File: src/rtl/mfmw_pkg.sv
package mfmw_pkg;

    typedef enum logic [2:0] {
        PH_IDLE,
        PH_SYNC,
        PH_MARK,
        PH_TAG,
        PH_BODY,
        PH_CHK_HI,
        PH_CHK_LO,
        PH_TAIL
    } mfmw_phase_e;

    localparam logic [7:0]  MARK_BYTE       = 8'hA1;
    localparam logic [7:0]  ID_TAG_BYTE     = 8'hFE;
    localparam logic [7:0]  DATA_TAG_BYTE   = 8'hF8;
    localparam logic [15:0] CRC_POLY        = 16'h1021;
    localparam logic [15:0] CRC_SEED        = 16'hFFFF;
    // clock cell ahead of data bit 2 is the one the mark suppresses
    localparam logic [15:0] MARK_CLOCK_HOLE = 16'h0020;

    function automatic logic [15:0] crc_step(input logic [15:0] c, input logic [7:0] b);
        logic [15:0] r;
        r = c;
        for (int i = 7; i >= 0; i--) begin
            if (r[15] ^ b[i]) r = {r[14:0], 1'b0} ^ CRC_POLY;
            else              r = {r[14:0], 1'b0};
        end
        return r;
    endfunction

    // cell pairs: [2i+1] clock, [2i] data for byte bit i
    function automatic logic [15:0] mfm_cells(input logic [7:0] b, input logic prev,
                                              input logic mark);
        logic [15:0] p;
        logic        last;
        p    = '0;
        last = prev;
        for (int i = 7; i >= 0; i--) begin
            p[2*i+1] = ~last & ~b[i];
            p[2*i]   = b[i];
            last     = b[i];
        end
        if (mark) p = p & ~MARK_CLOCK_HOLE;
        return p;
    endfunction

endpackage

File: src/rtl/mfmw_cell_timer.sv
module mfmw_cell_timer #(
    parameter int CELL_CLKS = 10
) (
    input  logic clk,
    input  logic rst_n,
    input  logic run_i,
    output logic cell_end_o,
    output logic mid_o
);
    localparam int TW = (CELL_CLKS > 2) ? $clog2(CELL_CLKS) : 1;
    localparam logic [TW-1:0] LAST = TW'(CELL_CLKS - 1);
    localparam logic [TW-1:0] MID  = TW'(CELL_CLKS / 2);

    logic [TW-1:0] cnt_d, cnt_q;

    always_comb begin
        cnt_d = '0;
        if (run_i) cnt_d = (cnt_q == LAST) ? '0 : cnt_q + 1'b1;
    end

    always_ff @(posedge clk or negedge rst_n) begin
        if (!rst_n) cnt_q <= '0;
        else        cnt_q <= cnt_d;
    end

    assign cell_end_o = run_i && (cnt_q == LAST);
    assign mid_o      = run_i && (cnt_q == MID);
endmodule

File: src/rtl/mfmw_shifter.sv
module mfmw_shifter (
    input  logic        clk,
    input  logic        rst_n,
    input  logic        load_i,
    input  logic [15:0] pat_i,
    input  logic        step_i,
    output logic        cell_o,
    output logic        byte_done_o
);
    typedef struct packed {
        logic [15:0] pat;
        logic [3:0]  idx;
    } sh_t;

    sh_t sh_d, sh_q;

    always_comb begin
        sh_d = sh_q;
        if (load_i) begin
            sh_d.pat = pat_i;
            sh_d.idx = '0;
        end else if (step_i) begin
            sh_d.pat = {sh_q.pat[14:0], 1'b0};
            sh_d.idx = sh_q.idx + 1'b1;
        end
    end

    always_ff @(posedge clk or negedge rst_n) begin
        if (!rst_n) sh_q <= '0;
        else        sh_q <= sh_d;
    end

    assign cell_o      = sh_q.pat[15];
    assign byte_done_o = step_i && (sh_q.idx == 4'd15);
endmodule

File: src/rtl/mfmw_crc16.sv
module mfmw_crc16
    import mfmw_pkg::*;
(
    input  logic        clk,
    input  logic        rst_n,
    input  logic        init_i,
    input  logic        upd_i,
    input  logic [7:0]  byte_i,
    output logic [15:0] crc_o
);
    logic [15:0] crc_d, crc_q;

    always_comb begin
        crc_d = crc_q;
        if (init_i)     crc_d = CRC_SEED;
        else if (upd_i) crc_d = crc_step(crc_q, byte_i);
    end

    always_ff @(posedge clk or negedge rst_n) begin
        if (!rst_n) crc_q <= CRC_SEED;
        else        crc_q <= crc_d;
    end

    assign crc_o = crc_q;
endmodule

File: src/rtl/mfmw_field_writer.sv
module mfmw_field_writer
    import mfmw_pkg::*;
#(
    parameter int CLKS_PER_CELL   = 10,
    parameter int DATA_BYTES      = 256,
    parameter int SYNC_ID_BYTES   = 13,
    parameter int SYNC_DATA_BYTES = 12,
    parameter int TAIL_BYTES      = 3
) (
    input  logic       clk,
    input  logic       rst_n,
    input  logic       start_i,
    input  logic       field_data_i,
    input  logic [7:0] cyl_i,
    input  logic [7:0] head_i,
    input  logic [7:0] sect_i,
    input  logic [7:0] data_i,
    output logic       data_rd_o,
    output logic       wr_data_o,
    output logic       wr_gate_o
);
    localparam int M1   = (SYNC_ID_BYTES > SYNC_DATA_BYTES) ? SYNC_ID_BYTES : SYNC_DATA_BYTES;
    localparam int M2   = (DATA_BYTES > TAIL_BYTES) ? DATA_BYTES : TAIL_BYTES;
    localparam int M3   = (M1 > M2) ? M1 : M2;
    localparam int MAXN = (M3 > 3) ? M3 : 3;
    localparam int CW   = $clog2(MAXN);

    localparam logic [CW-1:0] SYNC_ID_LAST   = CW'(SYNC_ID_BYTES - 1);
    localparam logic [CW-1:0] SYNC_DATA_LAST = CW'(SYNC_DATA_BYTES - 1);
    localparam logic [CW-1:0] BODY_ID_LAST   = CW'(2);
    localparam logic [CW-1:0] BODY_DATA_LAST = CW'(DATA_BYTES - 1);
    localparam logic [CW-1:0] TAIL_LAST      = CW'(TAIL_BYTES - 1);

    typedef struct packed {
        logic        busy;
        mfmw_phase_e phase;
        logic [CW-1:0] cnt;
        logic        is_data;
        logic [7:0]  cyl;
        logic [7:0]  head;
        logic [7:0]  sect;
        logic        last_bit;
    } st_t;

    st_t st_d, st_q;

    logic        cell_end, at_mid, cell_bit, byte_done;
    logic        load, mark, crc_init, crc_upd, rd;
    logic [7:0]  nxt_byte;
    logic [15:0] nxt_pat, crc;

    mfmw_cell_timer #(.CELL_CLKS(CLKS_PER_CELL)) timer_i (
        .clk(clk), .rst_n(rst_n), .run_i(st_q.busy),
        .cell_end_o(cell_end), .mid_o(at_mid)
    );

    mfmw_shifter shifter_i (
        .clk(clk), .rst_n(rst_n), .load_i(load), .pat_i(nxt_pat),
        .step_i(cell_end), .cell_o(cell_bit), .byte_done_o(byte_done)
    );

    mfmw_crc16 crc_i (
        .clk(clk), .rst_n(rst_n), .init_i(crc_init), .upd_i(crc_upd),
        .byte_i(nxt_byte), .crc_o(crc)
    );

    always_comb begin
        mfmw_phase_e   adv_phase;
        logic [CW-1:0] adv_cnt;
        logic          finish;
        logic          prev;

        st_d      = st_q;
        load      = 1'b0;
        mark      = 1'b0;
        crc_init  = 1'b0;
        crc_upd   = 1'b0;
        rd        = 1'b0;
        nxt_byte  = 8'h00;
        adv_phase = st_q.phase;
        adv_cnt   = st_q.cnt + 1'b1;
        finish    = 1'b0;
        prev      = st_q.last_bit;

        if (!st_q.busy) begin
            if (start_i) begin
                st_d.busy    = 1'b1;
                st_d.phase   = PH_SYNC;
                st_d.cnt     = '0;
                st_d.is_data = field_data_i;
                st_d.cyl     = cyl_i;
                st_d.head    = head_i;
                st_d.sect    = sect_i;
                load         = 1'b1;
                crc_init     = 1'b1;
                prev         = 1'b0;
            end
        end else if (byte_done) begin
            case (st_q.phase)
                PH_SYNC: if (st_q.cnt == (st_q.is_data ? SYNC_DATA_LAST : SYNC_ID_LAST)) begin
                    adv_phase = PH_MARK;
                    adv_cnt   = '0;
                end
                PH_MARK:   begin adv_phase = PH_TAG;    adv_cnt = '0; end
                PH_TAG:    begin adv_phase = PH_BODY;   adv_cnt = '0; end
                PH_BODY: if (st_q.cnt == (st_q.is_data ? BODY_DATA_LAST : BODY_ID_LAST)) begin
                    adv_phase = PH_CHK_HI;
                    adv_cnt   = '0;
                end
                PH_CHK_HI: begin adv_phase = PH_CHK_LO; adv_cnt = '0; end
                PH_CHK_LO: begin adv_phase = PH_TAIL;   adv_cnt = '0; end
                PH_TAIL:   finish = (st_q.cnt == TAIL_LAST);
                default:   finish = 1'b1;
            endcase

            if (finish) begin
                st_d.busy  = 1'b0;
                st_d.phase = PH_IDLE;
                st_d.cnt   = '0;
            end else begin
                st_d.phase = adv_phase;
                st_d.cnt   = adv_cnt;
                load       = 1'b1;
                case (adv_phase)
                    PH_MARK: begin
                        nxt_byte = MARK_BYTE;
                        mark     = 1'b1;
                        crc_upd  = 1'b1;
                    end
                    PH_TAG: begin
                        nxt_byte = st_q.is_data ? DATA_TAG_BYTE : ID_TAG_BYTE;
                        crc_upd  = 1'b1;
                    end
                    PH_BODY: begin
                        crc_upd = 1'b1;
                        if (st_q.is_data) begin
                            nxt_byte = data_i;
                            rd       = 1'b1;
                        end else if (adv_cnt == '0) begin
                            nxt_byte = st_q.cyl;
                        end else if (adv_cnt == CW'(1)) begin
                            nxt_byte = st_q.head;
                        end else begin
                            nxt_byte = st_q.sect;
                        end
                    end
                    PH_CHK_HI: nxt_byte = crc[15:8];
                    PH_CHK_LO: nxt_byte = crc[7:0];
                    default:   nxt_byte = 8'h00;
                endcase
            end
        end

        if (load) st_d.last_bit = nxt_byte[0];
        nxt_pat = mfm_cells(nxt_byte, prev, mark);
    end

    always_ff @(posedge clk or negedge rst_n) begin
        if (!rst_n) st_q <= '{busy: 1'b0, phase: PH_IDLE, cnt: '0, is_data: 1'b0,
                              cyl: 8'h00, head: 8'h00, sect: 8'h00, last_bit: 1'b0};
        else        st_q <= st_d;
    end

    assign wr_gate_o = st_q.busy;
    assign wr_data_o = st_q.busy && at_mid && cell_bit;
    assign data_rd_o = rd;
endmodule

File: config.mk
export PLATFORM = sky130hd
export DESIGN_NAME = mfmw_field_writer
export DESIGN_NICKNAME = d
export VERILOG_FILES = /design/src/rtl/mfmw_pkg.sv /design/src/rtl/mfmw_cell_timer.sv /design/src/rtl/mfmw_shifter.sv /design/src/rtl/mfmw_crc16.sv /design/src/rtl/mfmw_field_writer.sv
export SDC_FILE = /design/constraint.sdc
export NUM_CORES = 1
export LEC_CHECK = 0
export CAP_MARGIN = 20
export CORE_MARGIN = 1
export CORE_UTILIZATION = 40
export DETAILED_ROUTE_END_ITERATION = 10
export DONT_BUFFER_PORTS = 1
export PLACE_DENSITY = 0.57
export SYNTH_ARGS = -nofsm -noshare
export SYNTH_HDL_FRONTEND = slang
export SYNTH_SLANG_ARGS = --single-unit
File: constraint.sdc
create_clock -name clk -period 10.73 [get_ports clk]
set_input_delay 1.073 -clock clk [delete_from_list [all_inputs] [get_ports clk]]
set_output_delay 1.073 -clock clk [all_outputs]
set_load 0.1 [all_outputs]
==> results.yml <==
clock_tree:
  numCtsBuffers: 9
  clk_pin_slew_worst_paths_ns: 0.06
  clk_latency_ns: 0.35
  cts-resized-gates: 0
  htreeDepth: 3
  cts_tree: "built"
  cts.sinks: 78
  cts-hold-fix-buffers: 0
  cts.path.max_buffers: 2
  root_buffer: "clkbuf_16"
  cts_setup_buffers: 0
global_route:
  grt_usage_pct: 21.4
  grt_pass1_wl_mm: 20.7
  overflow: 0
  grt_max_degree: 79
  antenna_found_initial: 0
  first_global_vias: 4003
logic_synthesis:
  avgSynthCellArea_um2: 8.43
  synth-main-ff-cell: "dfrtp_1"
  async_flop_share_pct: 100
  synth_adder_area_share_pct: 1.28
  synth_xor_xnor_area_share_pct: 4.36
  post_synth_and_or_nand_nor_area_fraction_pct: 23.9
  synth-compound-area-share_pct: 25.0
  synth_top_family_by_area: "compound AO/OA/AOI/OAI gates"
  syn_nets: 620
  ys_seq_area_share_pct: 40.4
  synth-edff-count: 0
  synth_mux_area_share_pct: 0.923
  ys_seq_elements: 78
  yosysWarnings: 0
  synthesis.area_um2: 4880
  synth_cell_types: 77
  netlist_instances: 579
routing:
  wl_per_cell_um: 17.9
  routed_wl_mm: 12.7
  vias: 4181
  drt_iter0_drc: 290
  via_per_inst: 5.91
  drcViolationCount: 0
  dr.pass1.iters: 5
  drtAntennaViolNets: 0
floorplan:
  initial_core_util_pct: 41.8
  dieHeight_um: 112
  dieArea_um2: 12600
  core_area_um2: 11700
  rows: 39
  num_io_pins: 39
  die_w_um: 112
layout:
  fin_util_pct: 45.3
  antenna_cells: 0
  drive_above_1_share_pct: 11.0
  final-seq-area_um2: 1970
  area_growth_pct: 8.39
  fill_cells: 1154
  stdcell_area_um2: 5290
  finalNonFillerCells: 707
  nets: 600
  multi_input_area_um2: 2720
flow_run:
  maxCapViolations: 0
timing:
  worst_slew_pin_slew_ns: 1.09
  slew_violations: 0
  clock_skew_ns: 0.00901
  setup_violations: 0
  fin_crit_ns: 4.75
  worst_hold_slack_ns: 0.414
  finalHoldViolCount: 0
  fin_ws_ns: 5.98
  rsz0062_at_grt: "no"
  fin_crit_sh_pct: 44.2
  slew_headroom_pct: 27.5
  timing.fmax_ghz: 0.211
  fin_setup_tns_ns: 0
run_status:
  status: "finished clean"
setup_path:
  crit_path_max_fanout: 13
  required_ns: 9.66
  critical_path_arrival_ns: 3.67
  critical_path_class: "reg2out"
  worstSetupStartpointType: "flip-flop"
  critical_path.endpoint_type: "output port"
power_and_ir_drop:
  peakVddDrop_mv: 0.109
  power.total_mw: 0.645
  p_leak_nw: 2.35
  pwr_density_cell_nw_per_um2: 122
placement:
  dpl_worst_slack_ns: 6.33
  place_area_um2: 4970
  dp_hpwl_mm: 8.82
  place.gp.congestion: 0.849
  dp.cells: 691
  port_buffers: 0
min_path:
  hp-class: "in2async"
[where the power goes]
group	internal, mW	leakage [nW]	switching [mW]
Sequential	0.301	0.916	0.00541
Combinational	0.00551	1.29	0.00708
Clock	0.204	0.146	0.122
[cells in the final DEF (no fill, tap or decap), drive strengths merged, types with 6 or more instances in the layout]
| cell type | count |
|---|---|
| a211oi | 6 |
| clkbuf | 12 |
| o211ai | 11 |
| a21oi | 43 |
| dfstp | 16 |
| nand4 | 9 |
| nand2b | 8 |
| a21o | 8 |
| xor2 | 9 |
| nor2b | 7 |
| nand2 | 133 |
| and3 | 7 |
| o21ai | 49 |
| nand3 | 13 |
| dfrtp | 62 |
| nor2 | 35 |
| a31oi | 8 |
| inv | 9 |
[critical path, cell delays in order (launching register included)]
cell      delay [ns]
dfrtp_1         1.06
and4b_1         0.66
nand4_1         0.35
nand2b_1        0.36
nor2_2          0.88
[layout make-up]
type / instances / area share (%)
Tap cell: 143 / 3.38
Clock buffer: 11 / 4.40
Inverter: 9 / 0.639
Multi-Input combinational cell: 455 / 51.5
Timing Repair Buffer: 6 / 1.18
Sequential cell: 78 / 37.3
Clock inverter: 5 / 1.59
[routing by layer]
layer | up-vias | GRT usage, % | part of all wire [%]
met5 | - | 0 | 0
met4 | 0 | 8.71 | 2.5
met3 | 20 | 5.72 | 5.1
met2 | 92 | 33.6 | 45
met1 | 2026 | 28.1 | 48
li1 | 2043 | - | -
[Yosys cell counts, types with 3 or more instances]
master / count / share of area [%]
a211oi_1: 5 / 0.77
a21boi_0: 3 / 0.46
a21o_1: 8 / 1.2
a21oi_1: 42 / 4.3
a22oi_1: 3 / 0.46
a31o_2: 4 / 0.72
a31oi_1: 8 / 1.0
and2_1: 3 / 0.38
and3_1: 6 / 0.77
and4_1: 4 / 0.72
buf_1: 4 / 0.31
buf_2: 9 / 0.92
clkbuf_1: 20 / 1.5
dfrtp_1: 62 / 32
dfstp_2: 16 / 8.6
ha_1: 5 / 1.3
inv_1: 9 / 0.69
mux2i_1: 3 / 0.62
nand2_1: 133 / 10
nand2b_1: 8 / 1.0
nand3_1: 13 / 1.3
nand4_1: 9 / 1.2
nor2_1: 35 / 2.7
nor2b_1: 7 / 0.90
nor3_1: 5 / 0.51
nor4_1: 3 / 0.38
o2111ai_1: 4 / 0.72
o211ai_1: 11 / 1.7
o21a_1: 5 / 0.77
o21ai_0: 45 / 4.6
o21ai_2: 3 / 0.54
o311a_1: 3 / 0.62
o31ai_1: 4 / 0.62
or4_1: 3 / 0.46
xnor2_1: 5 / 0.90
xnor3_1: 4 / 1.8
xor2_1: 9 / 1.6
[cell families after synthesis]
kind of cell	Yosys count
AND/OR/NAND/NOR	248
AO/OA/AOI/OAI	180
flip-flops	78
buffers and inverters	46
XOR/XNOR	18
adder cells (fa/ha/maj)	5
multiplexers	4
[flip-flops by register name, indices dropped and copies added, names as in the netlist]
signal and flops:
timer_i.cnt_q 4, wr_gate_o 1, shifter_i.sh_q 19, st_q 37
crc_i.crc_o 16, shifter_i.cell_o 1
[path summary, 6_finish.rpt]
kind	start	end	slack, ns	cells after the start
setup / recovery	wr_gate_o	data_rd_o	5.98	4
hold / removal	rst_n	st_q[31]	0.41	0
setup reg to reg	wr_gate_o	crc_i.crc_o[15]	6.51	10
hold reg to reg	shifter_i.sh_q[11]	shifter_i.sh_q[11]	0.47	2
max in group asynchronous	rst_n	crc_i.crc_o[2]	10.10	0
min in group clk	shifter_i.sh_q[11]	shifter_i.sh_q[11]	0.47	2
(Power assumes the default switching activity.)
